## src/rtl/ep_bank_pkg.sv

```systemverilog
package ep_bank_pkg;

  // Strobes from the control to the datapath, one cycle each.
  typedef struct packed {
    logic inFill;      // IN bank committed by firmware
    logic inSent;      // IN bank taken by the host
    logic outStore;    // OUT packet written into the bus bank
    logic outLoadNow;  // store lands in the bank firmware is on
    logic outClr;      // firmware released the current OUT bank
    logic reloadNew;   // next bank is the one stored this cycle
    logic reloadOld;   // next bank already holds a packet
    logic byteInc;     // firmware write counted
    logic byteDec;     // firmware read counted
  } epStrobe_t;

endpackage

```

## src/rtl/ep_bank_ctrl.sv

```systemverilog
module ep_bank_ctrl
  import ep_bank_pkg::*;
#(
  parameter int BANK_W = 2
) (
  input  logic              clk,
  input  logic              rstN,
  input  logic              epReset,
  input  logic              cfgDirIn,
  input  logic [BANK_W-1:0] effBanks,
  input  logic              fwWrite,
  input  logic              fwRead,
  input  logic              fwSetTxRdy,
  input  logic              fwClrRxRdy,
  input  logic              fwKill,
  input  logic              busOutStored,
  input  logic              busInAck,
  input  logic              busInToken,
  output epStrobe_t         strobe,
  output logic [BANK_W-1:0] busyCnt,
  output logic [BANK_W-1:0] curBank,
  output logic [BANK_W-1:0] busBank,
  output logic [BANK_W-1:0] nextBank,
  output logic              outNak
);

  localparam int SUM_W = BANK_W + 1;

  logic spaceFree;
  logic inKill;
  logic [SUM_W-1:0]  busyNx;
  logic [BANK_W-1:0] curNx;
  logic [BANK_W-1:0] busNx;
  logic [BANK_W-1:0] prevBank;
  logic [BANK_W-1:0] busInc;

  function automatic logic [BANK_W-1:0] wrapInc(input logic [BANK_W-1:0] b,
                                                input logic [BANK_W-1:0] n);
    return ({1'b0, b} + 1'b1 >= {1'b0, n}) ? '0 : b + 1'b1;
  endfunction

  function automatic logic [BANK_W-1:0] wrapDec(input logic [BANK_W-1:0] b,
                                                input logic [BANK_W-1:0] n);
    return (b == '0) ? n - 1'b1 : b - 1'b1;
  endfunction

  always_comb begin
    spaceFree = busyCnt < effBanks;
    nextBank  = wrapInc(curBank, effBanks);
    prevBank  = wrapDec(curBank, effBanks);
    busInc    = wrapInc(busBank, effBanks);

    strobe.inFill  = cfgDirIn && fwSetTxRdy && spaceFree;
    strobe.inSent  = cfgDirIn && (busyCnt != '0) && (busInAck || (fwKill && busInToken));
    inKill         = cfgDirIn && fwKill && !fwSetTxRdy &&
                     (strobe.inSent ? (busyCnt >= BANK_W'(2)) : (busyCnt != '0));

    strobe.outStore   = !cfgDirIn && busOutStored && spaceFree;
    outNak            = !cfgDirIn && busOutStored && !spaceFree;
    strobe.outClr     = !cfgDirIn && fwClrRxRdy && (busyCnt != '0);
    strobe.outLoadNow = strobe.outStore && (busyCnt == '0);
    strobe.reloadOld  = strobe.outClr && (busyCnt > BANK_W'(1));
    strobe.reloadNew  = strobe.outClr && (busyCnt == BANK_W'(1)) && strobe.outStore;

    strobe.byteInc = cfgDirIn && fwWrite && !strobe.inFill;
    strobe.byteDec = !cfgDirIn && fwRead && !strobe.outClr && !strobe.outLoadNow;

    busyNx = {1'b0, busyCnt} + SUM_W'(strobe.inFill) + SUM_W'(strobe.outStore)
           - SUM_W'(strobe.inSent) - SUM_W'(inKill) - SUM_W'(strobe.outClr);

    if (strobe.inFill || strobe.outClr) curNx = nextBank;
    else if (inKill)                    curNx = prevBank;
    else                                curNx = curBank;

    busNx = (strobe.inSent || strobe.outStore) ? busInc : busBank;
  end

  always_ff @(posedge clk or negedge rstN) begin
    if (!rstN) begin
      busyCnt <= '0;
      curBank <= '0;
      busBank <= '0;
    end else if (epReset) begin
      busyCnt <= '0;
      curBank <= '0;
      busBank <= '0;
    end else begin
      busyCnt <= busyNx[BANK_W-1:0];
      curBank <= curNx;
      busBank <= busNx;
    end
  end

endmodule

```

## src/rtl/ep_bank_data.sv

```systemverilog
module ep_bank_data
  import ep_bank_pkg::*;
#(
  parameter int NUM_BANKS = 3,
  parameter int LEN_W     = 11,
  parameter int BANK_W    = 2
) (
  input  logic              clk,
  input  logic              rstN,
  input  logic              epReset,
  input  epStrobe_t         strobe,
  input  logic [LEN_W-1:0]  cfgSize,
  input  logic [LEN_W-1:0]  busOutLen,
  input  logic [BANK_W-1:0] busBank,
  input  logic [BANK_W-1:0] nextBank,
  output logic [LEN_W-1:0]  byteCount,
  output logic              shortPkt,
  output logic              overflow,
  output logic              txComplete
);

  localparam logic [LEN_W-1:0] CNT_MAX = '1;

  logic [LEN_W-1:0] bankLen   [NUM_BANKS];
  logic             bankShort [NUM_BANKS];
  logic             bankOvf   [NUM_BANKS];

  logic [LEN_W-1:0] lenCapped;
  logic             newShort;
  logic             newOvf;

  always_comb begin
    newShort  = busOutLen < cfgSize;
    newOvf    = busOutLen > cfgSize;
    lenCapped = newOvf ? cfgSize : busOutLen;
  end

  for (genvar i = 0; i < NUM_BANKS; i++) begin : g_bank
    always_ff @(posedge clk or negedge rstN) begin
      if (!rstN) begin
        bankLen[i]   <= '0;
        bankShort[i] <= 1'b0;
        bankOvf[i]   <= 1'b0;
      end else if (epReset) begin
        bankLen[i]   <= '0;
        bankShort[i] <= 1'b0;
        bankOvf[i]   <= 1'b0;
      end else if (strobe.outStore && busBank == BANK_W'(i)) begin
        bankLen[i]   <= lenCapped;
        bankShort[i] <= newShort;
        bankOvf[i]   <= newOvf;
      end
    end
  end

  always_ff @(posedge clk or negedge rstN) begin
    if (!rstN) begin
      byteCount  <= '0;
      shortPkt   <= 1'b0;
      overflow   <= 1'b0;
      txComplete <= 1'b0;
    end else if (epReset) begin
      byteCount  <= '0;
      shortPkt   <= 1'b0;
      overflow   <= 1'b0;
      txComplete <= 1'b0;
    end else begin
      if (strobe.inSent) txComplete <= 1'b1;
      if (strobe.outLoadNow || strobe.reloadNew) begin
        byteCount <= lenCapped;
        shortPkt  <= newShort;
        overflow  <= newOvf;
      end else if (strobe.reloadOld) begin
        byteCount <= bankLen[nextBank];
        shortPkt  <= bankShort[nextBank];
        overflow  <= bankOvf[nextBank];
      end else if (strobe.outClr || strobe.inFill) begin
        byteCount <= '0;
        shortPkt  <= 1'b0;
        overflow  <= 1'b0;
      end else if (strobe.byteInc && byteCount != CNT_MAX) begin
        byteCount <= byteCount + 1'b1;
      end else if (strobe.byteDec && byteCount != '0) begin
        byteCount <= byteCount - 1'b1;
      end
    end
  end

endmodule

```

## src/rtl/ep_bank_tracker.sv

```systemverilog
module ep_bank_tracker
  import ep_bank_pkg::*;
#(
  parameter int NUM_BANKS = 3,
  parameter int LEN_W     = 11,
  parameter int BANK_W    = $clog2(NUM_BANKS + 1),
  parameter int STATUS_W  = LEN_W + 2 * BANK_W + 5
) (
  input  logic                clk,
  input  logic                rstN,
  input  logic                epReset,
  input  logic                cfgDirIn,
  input  logic [BANK_W-1:0]   cfgBanks,
  input  logic [LEN_W-1:0]    cfgSize,
  input  logic                fwWrite,
  input  logic                fwRead,
  input  logic                fwSetTxRdy,
  input  logic                fwClrRxRdy,
  input  logic                fwKill,
  input  logic                busOutStored,
  input  logic [LEN_W-1:0]    busOutLen,
  input  logic                busInAck,
  input  logic                busInToken,
  output logic [STATUS_W-1:0] statusWord,
  output logic                outNak
);

  epStrobe_t         strobe;
  logic [BANK_W-1:0] effBanks;
  logic [BANK_W-1:0] busyCnt;
  logic [BANK_W-1:0] curBank;
  logic [BANK_W-1:0] busBank;
  logic [BANK_W-1:0] nextBank;
  logic [LEN_W-1:0]  byteCount;
  logic              shortPkt;
  logic              overflow;
  logic              txComplete;
  logic              txRdy;
  logic              rxRdy;

  always_comb begin
    if (cfgBanks == '0)                    effBanks = BANK_W'(1);
    else if (cfgBanks > BANK_W'(NUM_BANKS)) effBanks = BANK_W'(NUM_BANKS);
    else                                   effBanks = cfgBanks;
    txRdy = cfgDirIn && (busyCnt == effBanks);
    rxRdy = !cfgDirIn && (busyCnt != '0);
    statusWord = {overflow, shortPkt, txComplete, rxRdy, txRdy, curBank, busyCnt, byteCount};
  end

  ep_bank_ctrl #(.BANK_W(BANK_W)) u_ctrl (
    .clk, .rstN, .epReset, .cfgDirIn, .effBanks,
    .fwWrite, .fwRead, .fwSetTxRdy, .fwClrRxRdy, .fwKill,
    .busOutStored, .busInAck, .busInToken,
    .strobe, .busyCnt, .curBank, .busBank, .nextBank, .outNak
  );

  ep_bank_data #(.NUM_BANKS(NUM_BANKS), .LEN_W(LEN_W), .BANK_W(BANK_W)) u_data (
    .clk, .rstN, .epReset, .strobe, .cfgSize, .busOutLen,
    .busBank, .nextBank, .byteCount, .shortPkt, .overflow, .txComplete
  );

endmodule

```

## config.mk

```make
export PLATFORM = sky130hd
export DESIGN_NAME = ep_bank_tracker
export DESIGN_NICKNAME = d
export VERILOG_FILES = /design/src/rtl/ep_bank_pkg.sv /design/src/rtl/ep_bank_ctrl.sv /design/src/rtl/ep_bank_data.sv /design/src/rtl/ep_bank_tracker.sv
export SDC_FILE = /design/constraint.sdc
export NUM_CORES = 1
export LEC_CHECK = 0
export BUFFER_PORTS_ARGS = -buffer_cell sky130_fd_sc_hd__buf_2
export CAP_MARGIN = 0
export CORE_UTILIZATION = 50
export DETAILED_ROUTE_END_ITERATION = 10
export PLACE_DENSITY_LB_ADDON = 0.25
export SYNTH_ARGS = -nofsm -noshare
export SYNTH_HDL_FRONTEND = slang
export SYNTH_SLANG_ARGS = --single-unit
```

## constraint.sdc

```tcl
create_clock -name clk -period 3.95 [get_ports clk]
set_input_delay 0.395 -clock clk [delete_from_list [all_inputs] [get_ports clk]]
set_output_delay 0.395 -clock clk [all_outputs]
set_load 0.02 [all_outputs]
```

==> flow_metrics.py <==
metrics = {
    "critical_path": {
        "end_kind": "flop",
        "cp-start-kind": "flop",
        "cp_slowest_cell": "dfrtp_1",
        "startpoint": "u_ctrl.busyCnt[1]",
        "cp_cell_sequence": "ha_1 -> nor2b_2 -> o211ai_1 -> a21o_1 -> fa_1 -> a21oi_1 -> o21ai_0 -> a41o_1 -> a21oi_1 -> xor2_1 -> a21oi_1 -> o31ai_2",
        "max_stage_delay_ps": 510,
        "path_common_cell": "a21oi_1",
        "cp_data_arrival_time_ps": 3890,
        "cp_top_family": "compound AO/OA/AOI/OAI gates",
        "path_buf_inv": 0,
        "required_ps": 4210,
        "cp_max_fo": 12,
        "timing.rr.start": "u_ctrl.busyCnt[1]",
        "path_class": "reg2reg",
    },
    "detailed_routing": {
        "drt_wl_total_um": 11700,
        "drtPass1Iterations": 5,
        "drc": 0,
        "post_drt_wl_per_cell_um": 18.1,
        "ant_nets": 0,
        "drt_iter0_drc": 457,
        "vias": 3931,
        "vias_per_cell": 6.09,
    },
    "yosys": {
        "synthArstFlopShare_pct": 100,
        "synth_area_leaders": "dfrtp_1, ha_1, a211oi_1",
        "synth_nets": 571,
        "ys_seq_elements": 59,
        "synth_edf_count": 0,
        "avgSynthCellArea_um2": 8.79,
        "synth_top_cell_area_share_pct": 33.7,
        "netlist_area_um2": 4380,
        "yosysTopAreaCell": "dfrtp_1",
        "syn_inst": 498,
        "synth.distinct_cells": 56,
        "seq_area_frac_synth_pct": 33.7,
        "synthTopCellsByCount": "nor2_1, dfrtp_1, a21oi_1",
        "synth_ff_type": "dfrtp_1",
        "yosysWarnings": 0,
        "synth_most_common_cell": "nor2_1",
    },
    "power_and_ir_drop": {
        "max-vdd-ir-drop_v": 0.000202,
        "leakage_nw": 2.22,
        "powerDensity_nw_per_um2": 603,
        "power_mw": 2.94,
    },
    "timing": {
        "slew_headroom_pct": 35.6,
        "finalCritPeriodShare_pct": 91.9,
        "worstMarginPinSlew_ps": 965,
        "fin_crit_ps": 3630,
        "clock.fmax_mhz": 276,
        "finalSetupViolCount": 0,
        "rsz0062_at_grt": "no",
        "setup_ws_ps": 321,
        "hold_viol_final": 0,
        "fin_worst_skew_ps": 12.1,
        "tns_ps": 0,
        "drv_slew": 0,
        "whs_ps": 104,
    },
    "floorplan": {
        "die_x_um": 95.5,
        "rows": 33,
        "fp.coreArea_um2": 8340,
        "num_io_pins": 57,
        "die_area_um2": 9130,
        "initial_core_util_pct": 52.5,
        "fp.dieH_um": 95.5,
    },
    "grt": {
        "grt_pass1_wl_um": 18900,
        "grt_max_degree": 52,
        "grt-ovfl-total": 0,
        "grt_pass1_vias": 3718,
        "grt_antenna_before_repair": 0,
        "track_usage_pct": 27.8,
    },
    "clock_network": {
        "clkLatencyLatePin_ps": 350,
        "cts_num_sinks": 59,
        "post_cts_buffers": 0,
        "cts_resized": 0,
        "h-tree-depth": 3,
        "ctsLongestPathBuffers": 2,
        "hold_buffers": 0,
        "path_clk_slew_ps": 70,
        "cts-buffers-inserted": 9,
        "cts_tree": "done",
        "clock-root-buffer": "clkbuf_8",
    },
    "final_layout": {
        "syn2layout_area_growth_pct": 11.4,
        "final_area_um2": 4870,
        "diodes": 0,
        "drive_above_1_share_pct": 16.7,
        "final_nets": 608,
    },
    "run": {
        "cap_violations": 0,
    },
    "placement": {
        "pre_cts_ws_ps": 302,
        "gp_congestion": 0.892,
        "dpl_cell_area_um2": 4650,
        "port_buffers": 56,
        "dp_hpwl_um": 8380,
    },
    "outcome": {
        "status": "finished clean",
    },
    "worst_hold_path": {
        "hp-class": "in2async",
    },
}
-- where the power goes --
group          leakage, nW  switching [mW]  internal [mW]
Sequential           0.802           0.155          0.712
Clock                0.113           0.249          0.389
Combinational         1.30           0.869          0.565
-- final timing paths --
kind,to,slack [ps],depth (start not counted)
max in group asynchronous,u_data.bankLen[15],2940,2
hold / removal,u_ctrl.busyCnt[0],100,1
min in group clk,u_data.byteCount[6],450,3
setup / recovery,u_data.byteCount[10],320,12
setup reg to reg,u_data.byteCount[10],320,12
hold reg to reg,u_data.shortPkt,520,2
-- metal layers --
metal / vias up / GRT usage (%) / routed length [um]
met1: 1899 / 35.7 / 5040
met3: 21 / 6.62 / 802
met5: - / 0 / 0
met4: 0 / 8.58 / 227
met2: 136 / 46.4 / 5610
li1: 1875 / - / -
-- state kept, by name, indices dropped and copies added (netlist names) --
| signal | count |
|---|---|
| u_data.bankShort | 3 |
| u_data.shortPkt | 1 |
| u_data.bankOvf | 3 |
| u_data.overflow | 1 |
| u_data.txComplete | 1 |
| u_ctrl.curBank | 2 |
| u_data.bankLen | 33 |
| u_ctrl.busyCnt | 2 |
| u_ctrl.busBank | 2 |
| u_data.byteCount | 11 |
-- placed cells by master, fill, tap and decap left out, types with 2 or more instances in the layout --
master	instances
clkbuf_8	11
ha_1	32
buf_4	5
mux2i_1	17
and3_1	7
o221ai_1	11
buf_2	56
a21o_1	7
a32oi_1	2
nand2_1	21
xor2_1	4
nand4_1	3
o21ai_1	5
fa_1	5
dfrtp_1	59
xnor2_1	7
o21ai_0	22
nor4_1	3
inv_1	24
nor3_1	13
nor2_1	66
nor2_4	2
a211oi_1	33
nor3b_1	5
o31ai_2	3
a31oi_1	9
a221oi_1	2
mux2_2	2
a21oi_1	36
and2_1	13
nand2b_1	6
nor2b_1	8
nand3_1	11
bufinv_16	2
a22oi_1	5
-- stage by stage --
stage	instances	util [%]
2_1_floorplan	498	-
3_3_place_gp	629	55.7
3_5_place_dp	629	55.7
4_1_cts	645	58.4
5_1_grt	645	58.4
6_report	645	58.4
-- area by class of cell --
type	count	area, um^2
flip-flops and latches	59	1480
well taps	105	131
fillers	768	3470
repair buffers	61	318
inverters	25	93.8
clock buffers	12	155
clock inverters	4	72.6
multi-input cells	379	2630
-- cell families (layout without fill, tap and decap cells) --
kind of cell    after synthesis  after routing  synth area share (%)
simple gates                163            163                  18.7
compound gates              149            149                  23.3
buf+inv                      60            102                  6.21
flops                        59             59                  33.7
fa+ha+maj                    37             37                  11.4
mux                          19             19                  4.40
xor+xnor                     11             11                  2.20
Note: power is estimated with default switching activity, not from simulation.
